$ cat src/rtl/mem_region_pkg.sv
package mem_region_pkg;
    localparam int ADDR_W   = 32;
    localparam int GRAN_LSB = 10;
    localparam int REG_W    = 16;
    localparam int SIZE_W   = 4;
    localparam int BASE_W   = ADDR_W - GRAN_LSB;
    localparam int LO_BASE_W = REG_W - GRAN_LSB;

    typedef struct packed {
        logic [BASE_W-1:0] base;
        logic              map_en;
        logic [SIZE_W-1:0] size_code;
        logic              rd_only;
        logic              priv_only;
    } region_cfg_t;

    typedef enum logic [1:0] {
        ST_IDLE  = 2'd0,
        ST_FAULT = 2'd1,
        ST_HOLD  = 2'd2
    } exc_state_t;
endpackage

$ cat src/rtl/region_regs.sv
module region_regs
    import mem_region_pkg::*;
(
    input  logic             clk,
    input  logic             rst_n,
    input  logic             cfg_wr,
    input  logic             cfg_sel,
    input  logic [REG_W-1:0] cfg_wdata,
    output logic [REG_W-1:0] cfg_rdata,
    output region_cfg_t      cfg
);
    localparam int HI_W = BASE_W - LO_BASE_W;

    logic unused_rsvd;
    assign unused_rsvd = ^{cfg_wdata[9], cfg_wdata[3:2]};

    always_ff @(posedge clk or negedge rst_n) begin
        if (!rst_n) begin
            cfg <= '0;
        end else if (cfg_wr) begin
            if (cfg_sel) begin
                cfg.base[BASE_W-1:LO_BASE_W] <= cfg_wdata[HI_W-1:0];
            end else begin
                cfg.base[LO_BASE_W-1:0] <= cfg_wdata[REG_W-1:GRAN_LSB];
                cfg.map_en              <= cfg_wdata[8];
                cfg.size_code           <= cfg_wdata[7:4];
                cfg.rd_only             <= cfg_wdata[1];
                cfg.priv_only           <= cfg_wdata[0];
            end
        end
    end

    always_comb begin
        cfg_rdata = '0;
        if (cfg_sel) begin
            cfg_rdata[HI_W-1:0] = cfg.base[BASE_W-1:LO_BASE_W];
        end else begin
            cfg_rdata[REG_W-1:GRAN_LSB] = cfg.base[LO_BASE_W-1:0];
            cfg_rdata[8]                = cfg.map_en;
            cfg_rdata[7:4]              = cfg.size_code;
            cfg_rdata[1]                = cfg.rd_only;
            cfg_rdata[0]                = cfg.priv_only;
        end
    end

    AST_HI_WRITE_LANDS: assert property (@(posedge clk) disable iff (!rst_n)
        (cfg_wr && cfg_sel) |=> (cfg.base[BASE_W-1:LO_BASE_W] == $past(cfg_wdata[HI_W-1:0])));
    AST_LO_WRITE_KEEPS_HI: assert property (@(posedge clk) disable iff (!rst_n)
        (cfg_wr && !cfg_sel) |=> $stable(cfg.base[BASE_W-1:LO_BASE_W]));
endmodule

$ cat src/rtl/region_match.sv
module region_match
    import mem_region_pkg::*;
(
    input  region_cfg_t       cfg,
    input  logic [ADDR_W-1:0] addr,
    output logic              hit
);
    logic [ADDR_W-1:0] cmp_mask;
    logic [ADDR_W-1:0] base_full;
    logic [ADDR_W-1:0] diff;

    assign base_full = {cfg.base, {GRAN_LSB{1'b0}}};

    generate
        for (genvar i = 0; i < ADDR_W; i++) begin : g_mask
            if (i < GRAN_LSB) begin : g_below
                assign cmp_mask[i] = 1'b0;
            end else begin : g_cmp
                assign cmp_mask[i] = (int'(cfg.size_code) + GRAN_LSB - 1) <= i;
            end
        end
    endgenerate

    assign diff = (addr ^ base_full) & cmp_mask;
    assign hit  = cfg.map_en && (cfg.size_code != '0) && (diff == '0);

    always_comb begin
        if (hit) begin
            AST_HIT_TOP_BIT_MATCH: assert (addr[ADDR_W-1] == base_full[ADDR_W-1]);
        end
    end
endmodule

$ cat src/rtl/prot_check.sv
module prot_check
    import mem_region_pkg::*;
(
    input  logic        clk,
    input  logic        rst_n,
    input  region_cfg_t cfg,
    input  logic        hit,
    input  logic        acc_valid,
    input  logic        acc_write,
    input  logic        acc_priv,
    output logic        mem_sel,
    output logic        illegal_exc
);
    exc_state_t state, state_nxt;
    logic       viol;

    assign viol = acc_valid && hit &&
                  ((cfg.rd_only && acc_write) || (cfg.priv_only && !acc_priv));
    assign mem_sel = acc_valid && hit && !viol;

    always_ff @(posedge clk or negedge rst_n) begin
        if (!rst_n) state <= ST_IDLE;
        else        state <= state_nxt;
    end

    always_comb begin
        state_nxt = state;
        unique case (state)
            ST_IDLE:  if (viol) state_nxt = ST_FAULT;
            ST_FAULT: state_nxt = viol ? ST_HOLD : ST_IDLE;
            ST_HOLD:  if (!viol) state_nxt = ST_IDLE;
            default:  state_nxt = ST_IDLE;
        endcase
    end

    always_comb begin
        illegal_exc = 1'b0;
        unique case (state)
            ST_FAULT: illegal_exc = 1'b1;
            default:  illegal_exc = 1'b0;
        endcase
    end

    AST_EXC_SINGLE_CYCLE: assert property (@(posedge clk) disable iff (!rst_n)
        illegal_exc |=> !illegal_exc);
    AST_EXC_FOLLOWS_VIOL: assert property (@(posedge clk) disable iff (!rst_n)
        illegal_exc |-> $past(viol));
    AST_NO_SEL_ON_VIOL: assert property (@(posedge clk) disable iff (!rst_n)
        viol |-> !mem_sel);
    AST_MISS_NO_FAULT: assert property (@(posedge clk) disable iff (!rst_n)
        (state == ST_IDLE && !hit) |=> (state == ST_IDLE));
endmodule

$ cat src/rtl/mem_region_decoder.sv
module mem_region_decoder
    import mem_region_pkg::*;
(
    input  logic        clk,
    input  logic        rst_n,
    input  logic        cfg_wr,
    input  logic        cfg_sel,
    input  logic [15:0] cfg_wdata,
    output logic [15:0] cfg_rdata,
    input  logic [31:0] acc_addr,
    input  logic        acc_valid,
    input  logic        acc_write,
    input  logic        acc_priv,
    output logic        mem_sel,
    output logic        illegal_exc
);
    region_cfg_t cfg;
    logic        hit;

    region_regs u_regs (
        .clk       (clk),
        .rst_n     (rst_n),
        .cfg_wr    (cfg_wr),
        .cfg_sel   (cfg_sel),
        .cfg_wdata (cfg_wdata),
        .cfg_rdata (cfg_rdata),
        .cfg       (cfg)
    );

    region_match u_match (
        .cfg  (cfg),
        .addr (acc_addr),
        .hit  (hit)
    );

    prot_check u_prot (
        .clk         (clk),
        .rst_n       (rst_n),
        .cfg         (cfg),
        .hit         (hit),
        .acc_valid   (acc_valid),
        .acc_write   (acc_write),
        .acc_priv    (acc_priv),
        .mem_sel     (mem_sel),
        .illegal_exc (illegal_exc)
    );

    AST_SEL_NEEDS_MAP: assert property (@(posedge clk) disable iff (!rst_n)
        mem_sel |-> cfg.map_en);
    AST_SEL_NEEDS_SIZE: assert property (@(posedge clk) disable iff (!rst_n)
        mem_sel |-> (cfg.size_code != '0));
    AST_SEL_NEEDS_STROBE: assert property (@(posedge clk) disable iff (!rst_n)
        mem_sel |-> acc_valid);
    AST_EXCL_OUTPUTS_RO: assert property (@(posedge clk) disable iff (!rst_n)
        (acc_valid && acc_write && cfg.rd_only) |-> !mem_sel);
    AST_EXCL_OUTPUTS_PRIV: assert property (@(posedge clk) disable iff (!rst_n)
        (acc_valid && !acc_priv && cfg.priv_only) |-> !mem_sel);
endmodule

$ cat config.mk
export PLATFORM = sky130hd
export DESIGN_NAME = mem_region_decoder
export DESIGN_NICKNAME = d
export VERILOG_FILES = /design/src/rtl/mem_region_pkg.sv /design/src/rtl/region_regs.sv /design/src/rtl/region_match.sv /design/src/rtl/prot_check.sv /design/src/rtl/mem_region_decoder.sv
export SDC_FILE = /design/constraint.sdc
export NUM_CORES = 1
export LEC_CHECK = 0
export BUFFER_PORTS_ARGS = -buffer_cell sky130_fd_sc_hd__buf_2
export CAP_MARGIN = 15
export CORE_UTILIZATION = 52
export DETAILED_ROUTE_END_ITERATION = 10
export GPL_ROUTABILITY_DRIVEN = 0
export PLACE_DENSITY = 0.88
export SYNTH_ARGS = -nofsm -noshare
export SYNTH_HDL_FRONTEND = slang
export SYNTH_HIERARCHICAL = 1
export SYNTH_SLANG_ARGS = --single-unit
$ cat constraint.sdc
create_clock -name clk -period 4.2 [get_ports clk]
set_clock_uncertainty 0.15 [all_clocks]
set_input_delay 0 -clock clk [delete_from_list [all_inputs] [get_ports clk]]
set_output_delay 0 -clock clk [all_outputs]
set_load 0.02 [all_outputs]
# --- Word-level counts from Yosys, hierarchy flattened ---
# Index checks and enable logic that the tools add are counted.
word_totals:
  ff_bits: 31
  inputBits: 55
  output_inout_bits: 18
  wordCells: 64
op_classes:
  add_sub_neg: 2
  n_lt_le_gt_ge: 22
  eq_ne: 4
  n_mux: 10
  bitwise_logic: 3
  reduce_logical: 16
ops:
  columns: ["cell", "n"]
  rows:
  - ["32-bit by 6-bit <= comparator with 1-bit output (second input constant)", 16]
  - ["32-bit by 5-bit <= comparator with 1-bit output (second input constant)", 6]
  - ["32-bit AND", 1]
  - ["32-bit zero test", 1]
  - ["32-bit by 2-bit subtractor with 32-bit output (second input constant)", 1]
  - ["32-bit XOR", 1]
  - ["2-bit two-way mux", 5]
  - ["1-bit logical AND", 7]
  - ["6-bit two-way mux", 1]
  - ["2-bit case mux with 3 select lines", 1]
  - ["2-bit AND reduction", 3]
  - ["4-bit by 4-bit adder with 5-bit output (second input constant)", 1]
  - ["5-bit two-way mux", 1]
  - ["4-bit nonzero test", 1]
  - ["2-bit by 1-bit equality test with 1-bit output (second input constant)", 1]
  - ["2-bit equality test (second input constant)", 1]
  - ["1-bit zero test", 2]
  - ["2-bit zero test", 1]
  - ["1-bit two-way mux", 2]
  - ["2-bit by 1-bit inequality test with 1-bit output (second input constant)", 1]
  - ["2-bit inequality test (second input constant)", 1]
  - ["1-bit logical OR", 1]
  - ["1-bit inverter", 1]

# --- Longest topological paths before layout ---
# Gate-level depths: netlist of run 1.
depth:
  word_depth: 10
  mapped_depth: 14

# --- Modules after synthesis ---
# Netlist of run 1, hierarchy kept.
modules_own_cells:
  columns: ["module", "instances", "cells_each", "area_per_inst_um2", "seq_area_each_um2"]
  rows:
  - ["region_regs", 1, 80, 1356.3, 725.7]
  - ["region_match", 1, 117, 830.8, 0.0]
  - ["prot_check", 1, 10, 126.4, 50.0]

# --- Worst setup path before layout of run 1 ---
# Ideal clock, no wire load.
synth_path:
  kind: "flip-flop to output port"
  start: "register u_regs/cfg[2] (netlist name)"
  end: "output mem_sel"
  t_arrival_ns: 2.992
  slack_ns: 1.058
  path_stages_with_launch: 15
  path_buffers: 2
  path_cell_list: "dfrtp_1 -> buf_2 -> inv_1 -> ha_1 -> nand2b_1 -> nor2_1 -> ha_1 -> buf_2 -> o41ai_2 -> a21oi_1 -> nor4_2 -> o211ai_1 -> nor4_1 -> nand2_1 -> and3b_2"
synth_between:
  elab_chain_cells: 10
  elab_cells_between_ends: 33
synth_lines:
  columns: ["item", "line", "rtl"]
  rows:
  - ["4-bit by 4-bit adder with 5-bit output", "region_match.sv:19", "assign cmp_mask[i] = (int'(cfg.size_code) + GRAN_LSB - 1) <= i;"]
  - ["32-bit by 2-bit subtractor with 32-bit output", "region_match.sv:19", null]
  - ["32-bit by 5-bit <= comparator with 1-bit output or 32-bit by 6-bit <= comparator with 1-bit output (tied branches)", "region_match.sv:19", null]
  - ["32-bit AND", "region_match.sv:24", "assign diff = (addr ^ base_full) & cmp_mask;"]
  - ["32-bit zero test", "region_match.sv:25", "assign hit = cfg.map_en && (cfg.size_code != '0) && (diff == '0);"]
  - ["1-bit logical AND *", "region_match.sv:25", null]
  - ["named net hit", "mem_region_decoder.sv:18", "logic hit;"]
  - ["1-bit logical AND *", "prot_check.sv:17, prot_check.sv:19", null]
  - ["1-bit logical AND", "prot_check.sv:17", "assign viol = acc_valid && hit &&"]
  - ["1-bit zero test", "prot_check.sv:19", "assign mem_sel = acc_valid && hit && !viol;"]
  - ["1-bit logical AND *", "prot_check.sv:19", null]
  - ["end, declared", "mem_region_decoder.sv:14", "output logic mem_sel,"]
# The timed path passes the listed nets; every way through them passes the cells marked *.

# --- Worst setup path in the final report of run 1 ---
layout_path:
  start: "register u_regs/cfg[3] (netlist name)"
  end: "register u_prot.state[0]"
layout_between:
  elab_chain_cells: 10
  elab_cells_between_ends: 34
layout_lines:
  columns: ["item", "line", "rtl"]
  rows:
  - ["4-bit by 4-bit adder with 5-bit output", "region_match.sv:19", null]
  - ["32-bit by 2-bit subtractor with 32-bit output", "region_match.sv:19", null]
  - ["32-bit by 5-bit <= comparator with 1-bit output or 32-bit by 6-bit <= comparator with 1-bit output (tied branches)", "region_match.sv:19", null]
  - ["32-bit AND", "region_match.sv:24", null]
  - ["32-bit zero test", "region_match.sv:25", null]
  - ["1-bit logical AND *", "region_match.sv:25", null]
  - ["named net hit", "mem_region_decoder.sv:18", null]
  - ["1-bit logical AND * (2 in a row)", "prot_check.sv:17", null]
  - ["2-bit inequality test (no line) or 2-bit by 1-bit inequality test with 1-bit output (tied branches)", null, null]
  - ["2-bit AND reduction (no line) *", null, null]
  - ["end signal, assigned", "prot_check.sv:23", "else state <= state_nxt;"]
  - ["end, declared", "prot_check.sv:14", "exc_state_t state, state_nxt;"]
# Marked as above.
# A chain may end at the register's enable or synchronous reset.

==> impl_metrics.ini, run 1 <==
[floorplanning]
io_pins = 73
coreArea_sq_um = 4140
rows = 23
die_h_microns = 68.7
die_x_microns = 68.7
die_area_sq_um = 4720
start_util = 0.558

[timing]
period_share = 0.960
hold_violations = 0
fmax_ghz = 0.248
maxSlewHeadroom = 0.502
tightest_slew_ps = 744
min_period_ps = 4030
setup_viol = 0
slew_viol_final = 0
final.setup.tns_ps = 0

[detailed_routing]
drt_iter0_drc = 160
via_per_inst = 6.06
drc = 0
routedWlPerCell_microns = 18.3
vias = 2065
drt.antenna.violating_nets = 0
wirelength_microns = 6230
drt-pass1-iter-count = 5

[job]
drv_cap = 0

[cells_and_area]
diodes = 0
drive_gt1_frac = 0.450
layout_common_cells = 62 x buf_2, 30 x dfrtp_1, 22 x mux2_2
final_util = 0.717
layout.nets = 353
final_common_cell = buf_2
area_growth_pct = 28.4
stdcell_count = 341

[cts]
numCtsBuffers = 5
clkLatencyLatePin_ps = 290
cts_setup_buffers = 0
htree_levels = 2
clkSinkCount = 31
tritoncts = built
path_clk_slew_ps = 70
clock_path_buffers = 2
root_buffer = clkbuf_8

[placement]
io_buffers = 62
hpwl_microns = 3940
placed_cells = 312

[global_routing]
global_route.usage.met2 = 0.483
overflow = 0
grt_start_max_net_pins = 32
top_usage_layer = met2
grt_pass1_wl_microns = 9520
grt_antenna_before_repair = 0
grt_util_met1 = 0.348
grt_usage = 0.288
grt_pass1_vias = 1956
grt_use_met3 = 0.0576

[yosys]
yosysUniqueCellTypes = 47
netlist_area_sq_um = 2310
postSynthCellCount = 207
synth.net_count = 270
synth_top_area_frac = 0.335
synth_seq_cells = 31
yosys_warnings = 6
avgSynthCellArea_sq_um = 11.2
ys_top_cells_by_area = dfrtp_1 34%, mux2_4 13%, mux2_2 11%
yosysTopAreaCell = dfrtp_1
seq_area_frac_synth = 0.335

[critical_path]
cp.arrival_ps = 4110
crit_path_end_kind = flop
path_class = flop to flop
path_max_fanout = 12
start_kind = flop
required_ps = 4280

[pwr]
total_power_w = 0.00118
leakage_nw = 1.38
powerDensity_nw_per_um2 = 399
irDropWorstVdd_v = 0.000276

[hold_path]
hold_path.class = input port to async pin

[status]
status = complete, no violations
-- metrics by stage --
| stage | setup slack, ps | instance area, sq um | hold slack (ps) |
|---|---|---|---|
| global route | -28.6 | 2970 | 138 |
| CTS | 204 | 2960 | 136 |
| floorplan | 1060 | 2310 | -446 |
| finish | 169 | 2970 | 143 |
| global placement | 763 | 2630 | -75.3 |
| detailed placement | 736 | 2630 | -62.2 |
-- registers in the layout, indices dropped and copies added (netlist names) --
register,flops
u_prot/state,2
u_regs/cfg,29
-- report_power, final --
group	switching [W]	internal (W)
sequential	0.0000468	0.000341
clock	0.000116	0.000192
combinational	0.000267	0.000223
-- Yosys cell counts (all sizes together) --
cell type	count
a2bb2oi	1
a2111oi	1
a21bo	1
or3	1
nand3	1
a211oi	4
o21ai	7
a32oi	1
buf	8
nand2b	2
a31oi	3
a31o	1
dfrtp	31
nand4	2
a21oi	10
nand2	9
and2	3
and2b	1
nand3b	1
o211ai	1
xor2	10
mux2	42
xnor2	15
ha	8
nand4b	1
a21boi	3
nor2b	5
nor2	11
o31ai	5
o41ai	2
and3b	2
a211o	1
nor4	2
or2	2
inv	4
nor3	5
-- cell families (layout without fill, tap and decap cells) --
group	count (synthesis)	after routing	share of synthesized area
and+or+nand+nor	48	48	0.124
muxes	42	42	0.237
AOI/OAI and AO/OA	41	41	0.131
DFF	31	31	0.335
xor gates and xnor gates	25	25	0.0946
buffers and inverters	12	96	0.0346
adders and majority gates	8	8	0.0433
-- final timing paths --
check | startpoint | endpoint | slack [ps] | depth (start not counted)
setup / recovery | u_regs/cfg[3] | u_prot/state[0] | 170 | 12
hold / removal | rst_n | u_regs/cfg[17] | 140 | 2
setup reg to reg | u_regs/cfg[3] | u_prot/state[0] | 170 | 12
hold reg to reg | u_regs/cfg[6] | u_regs/cfg[6] | 390 | 1
max in group asynchronous | rst_n | u_regs/cfg[3] | 3270 | 2
min in group clk | cfg_wr | u_regs/cfg[5] | 140 | 3
-- cell type report --
cell class / count / area [sq um]
Sequential cell: 31 / 777
Multi-Input combinational cell: 164 / 1470
Clock buffer: 6 / 82.6
Fill cell: 282 / 1170
Inverter: 4 / 15.0
Tap cell: 50 / 62.6
Timing Repair Buffer: 84 / 528
Clock inverter: 2 / 35.0
-- metal layers --
| layer | share of wire | vias to the layer above |
|---|---|---|
| met5 | 0 | - |
| li1 | - | 913 |
| met4 | 0.043 | 0 |
| met1 | 0.39 | 990 |
| met2 | 0.49 | 130 |
| met3 | 0.076 | 32 |
-- worst max-delay path, stage by stage (launching register included) --
cell	delay [ps]
dfrtp_2	490
ha_1	360
nand2b_1	180
nor2_1	150
ha_2	380
o41ai_2	400
a21oi_1	130
nor4_2	290
o211ai_1	150
nor4_2	310
nand2_1	160
a2111oi_2	220
dlygate4sd3_1	600
-- timing repair --
item / 4_1_cts / 5_1_grt
endpoints found under the hold margin: 62 / 0
resized for setup: 0 / 4
hold buffers: 21 / 0
setup endpoints to repair: 0 / 3
(Power assumes the default switching activity.)
==> inputs of run 2 (changes only) <==
--- a/config.mk
+++ b/config.mk
@@ -7,11 +7,10 @@
 export LEC_CHECK = 0
 export BUFFER_PORTS_ARGS = -buffer_cell sky130_fd_sc_hd__buf_2
 export CAP_MARGIN = 15
-export CORE_UTILIZATION = 52
+export CORE_UTILIZATION = 51
 export DETAILED_ROUTE_END_ITERATION = 10
 export GPL_ROUTABILITY_DRIVEN = 0
-export PLACE_DENSITY = 0.88
+export PLACE_DENSITY = 0.87
 export SYNTH_ARGS = -nofsm -noshare
 export SYNTH_HDL_FRONTEND = slang
-export SYNTH_HIERARCHICAL = 1
 export SYNTH_SLANG_ARGS = --single-unit
==> run 2 against run 1 <==
Against the previous run:
- worst setup slack improved by 350 ps
- first-iteration DRC count is 14% lower
- clock power decreased by 15%
- sequential share of layout area grew 1.2 points
- worst hold slack got worse by 86 ps
- global-route usage rose by 0.17 points
- sequential cell count stayed put
- combinational power fell by 10%
- critical endpoint is now mem_sel
- wire length shrank 1.6%
- largest cell class unchanged
- synthesized cell count up 3.4%
==> impl_metrics.ini, run 2 <==
[floorplanning]
die_h_microns = 68.0
die_x_microns = 68.0
io_pins = 73
start_util = 0.544
coreArea_sq_um = 4090
rows = 23
die_area_sq_um = 4630

[cells_and_area]
reg_top3 = u_regs.cfg: 29 flops, u_prot.state: 2 flops
drive_gt1_frac = 0.401
area_growth_pct = 27.4
diodes = 0
layout_common_cells = 62 x buf_2, 36 x mux2_2, 31 x dfrtp_1
postLayoutCellArea_sq_um = 2840
regMostFlops = u_regs.cfg
largest_reg_flops = 29
final_util = 0.694
stdcell_count = 344
layout.nets = 357
final_common_cell = buf_2

[global_routing]
grt_usage = 0.289
grt_pass1_wl_microns = 9670
grt_start_max_net_pins = 32
grt_antenna_before_repair = 0
grt_pass1_vias = 2038
overflow = 0

[timing]
whs_ps = 57.5
hold_violations = 0
setup_viol = 0
slew_viol_final = 0
rsz0062_at_grt = false
final.setup.tns_ps = 0
period_share = 0.877
tightest_slew_ps = 781
maxSlewHeadroom = 0.478
min_period_ps = 3680
fmax_ghz = 0.271

[critical_path]
crit_path_end_kind = output port
crit_path_cell_trace = inv_1 > ha_1 > and2b_1 > o21a_1 > ha_1 > or3b_1 > nor3_1 > nor4_1 > a221oi_2 > o221ai_2 > nor3_1 > buf_2
cpPeakStageDelay_ps = 570
cp.arrival_ps = 3530
path_max_fanout = 11
slowest_stage = dfrtp_1
path_class = flop to output port
start_kind = flop
ff2ff_path_depth = 11
required_ps = 4050

[cts]
cts_resized = 0
path_clk_slew_ps = 70
numCtsBuffers = 5
htree_levels = 2
postCtsHoldBufs = 18
root_buffer = clkbuf_8
clkSinkCount = 31
cts_setup_buffers = 0
clkLatencyLatePin_ps = 290
clock_path_buffers = 2
tritoncts = built

[job]
drv_cap = 0

[detailed_routing]
via_per_inst = 5.99
routedWlPerCell_microns = 17.8
drt.antenna.violating_nets = 0
vias = 2059
drt_iter0_drc = 138
drt-pass1-iter-count = 4
drc = 0
wirelength_microns = 6130

[placement]
placed_cells = 318
placed_cell_area_sq_um = 2550
io_buffers = 62
hpwl_microns = 3880

[pwr]
pwr-share-clk = 0.241
seqPwrFrac = 0.355
comb_power_share = 0.404
powerDensity_nw_per_um2 = 383
leakage_nw = 1.26
p_int_w = 0.000677
irDropWorstVdd_v = 0.000286
switching_share = 0.377
power_switching_w = 0.000409

[hold_path]
whs_path_depth = 3
hold_path.class = input port to flop

[yosys]
ys.flop_type = dfrtp_1
synth.net_count = 278
synth_edf_count = 0
async_flop_share = 1.00
synth_most_common_cell = mux2_2
avgSynthCellArea_sq_um = 10.4
synth_seq_cells = 31
synth_top_area_frac = 0.349
yosysUniqueCellTypes = 48
ys_top_cells_by_area = dfrtp_1 35%, mux2_2 18%, xor2_1 6.3%
postSynthCellCount = 214
yosysTopAreaCell = dfrtp_1
yosys_warnings = 0
netlist_area_sq_um = 2220
synthTopCellsByCount = 36 x mux2_2, 31 x dfrtp_1, 16 x nand2_1, 16 x xor2_1, 14 x o21ai_0
seq_area_frac_synth = 0.349

[status]
status = complete, no violations
## run 2: final cells by class
| cell class | instances | area (sq um) |
|---|---|---|
| sequential | 31 | 776 |
| inverter | 5 | 18.8 |
| multi-input combinational | 169 | 1380 |
| tap | 50 | 62.6 |
| timing repair buffer | 81 | 498 |
| fill | 255 | 1250 |
| clock buffer | 8 | 100 |
## run 2: through the flow
stage / setup WS [ps] / total power, W
after floorplan: 1010 / 0.000683
after global placement: 953 / 0.000777
after detailed placement: 911 / 0.000789
after CTS: 596 / 0.00106
after global routing: 336 / 0.00113
final: 516 / 0.00109
## run 2: cell families after synthesis
group,after synthesis,share of synthesized area
simple gates,53,0.126
compound gates,46,0.156
mux,36,0.182
flops,31,0.349
xor+xnor,25,0.105
buf+inv,14,0.0309
fa+ha+maj,9,0.0506
## run 2: final timing paths
| check | to | slack, ps | from |
|---|---|---|---|
| setup / recovery | mem_sel | 520 | u_regs.cfg[2] |
| hold / removal | u_regs.cfg[7] | 60 | cfg_wr |
| setup reg to reg | u_prot.state[1] | 910 | u_regs.cfg[2] |
| hold reg to reg | u_regs.cfg[6] | 390 | u_regs.cfg[6] |
| max in group asynchronous | u_regs.cfg[15] | 3300 | rst_n |
| min in group asynchronous | u_regs.cfg[2] | 150 | rst_n |
## run 2: power groups by stage
stage / clock (W) / combinational, W / sequential [W]
after floorplan: 0 / 0.000308 / 0.000375
after global placement: 0 / 0.000393 / 0.000384
after detailed placement: 0 / 0.000401 / 0.000388
final: 0.000262 / 0.000439 / 0.000385
after CTS: 0.000260 / 0.000418 / 0.000383
after global routing: 0.000273 / 0.000467 / 0.000392
## run 2: routing by layer
metal | up-vias | wire, microns | GRT usage
met5 | - | 0 | 0
met4 | 0 | 180 | 0.130
met3 | 27 | 453 | 0.0650
met2 | 115 | 3040 | 0.490
met1 | 976 | 2460 | 0.347
li1 | 941 | - | -
## run 2: critical path, delay by kind of cell (launching register included)
family / cells / cell delay (ps)
compound gates: 3 / 500
buf+inv: 2 / 400
fa+ha+maj: 2 / 680
simple gates: 5 / 1100
flops: 1 / 570
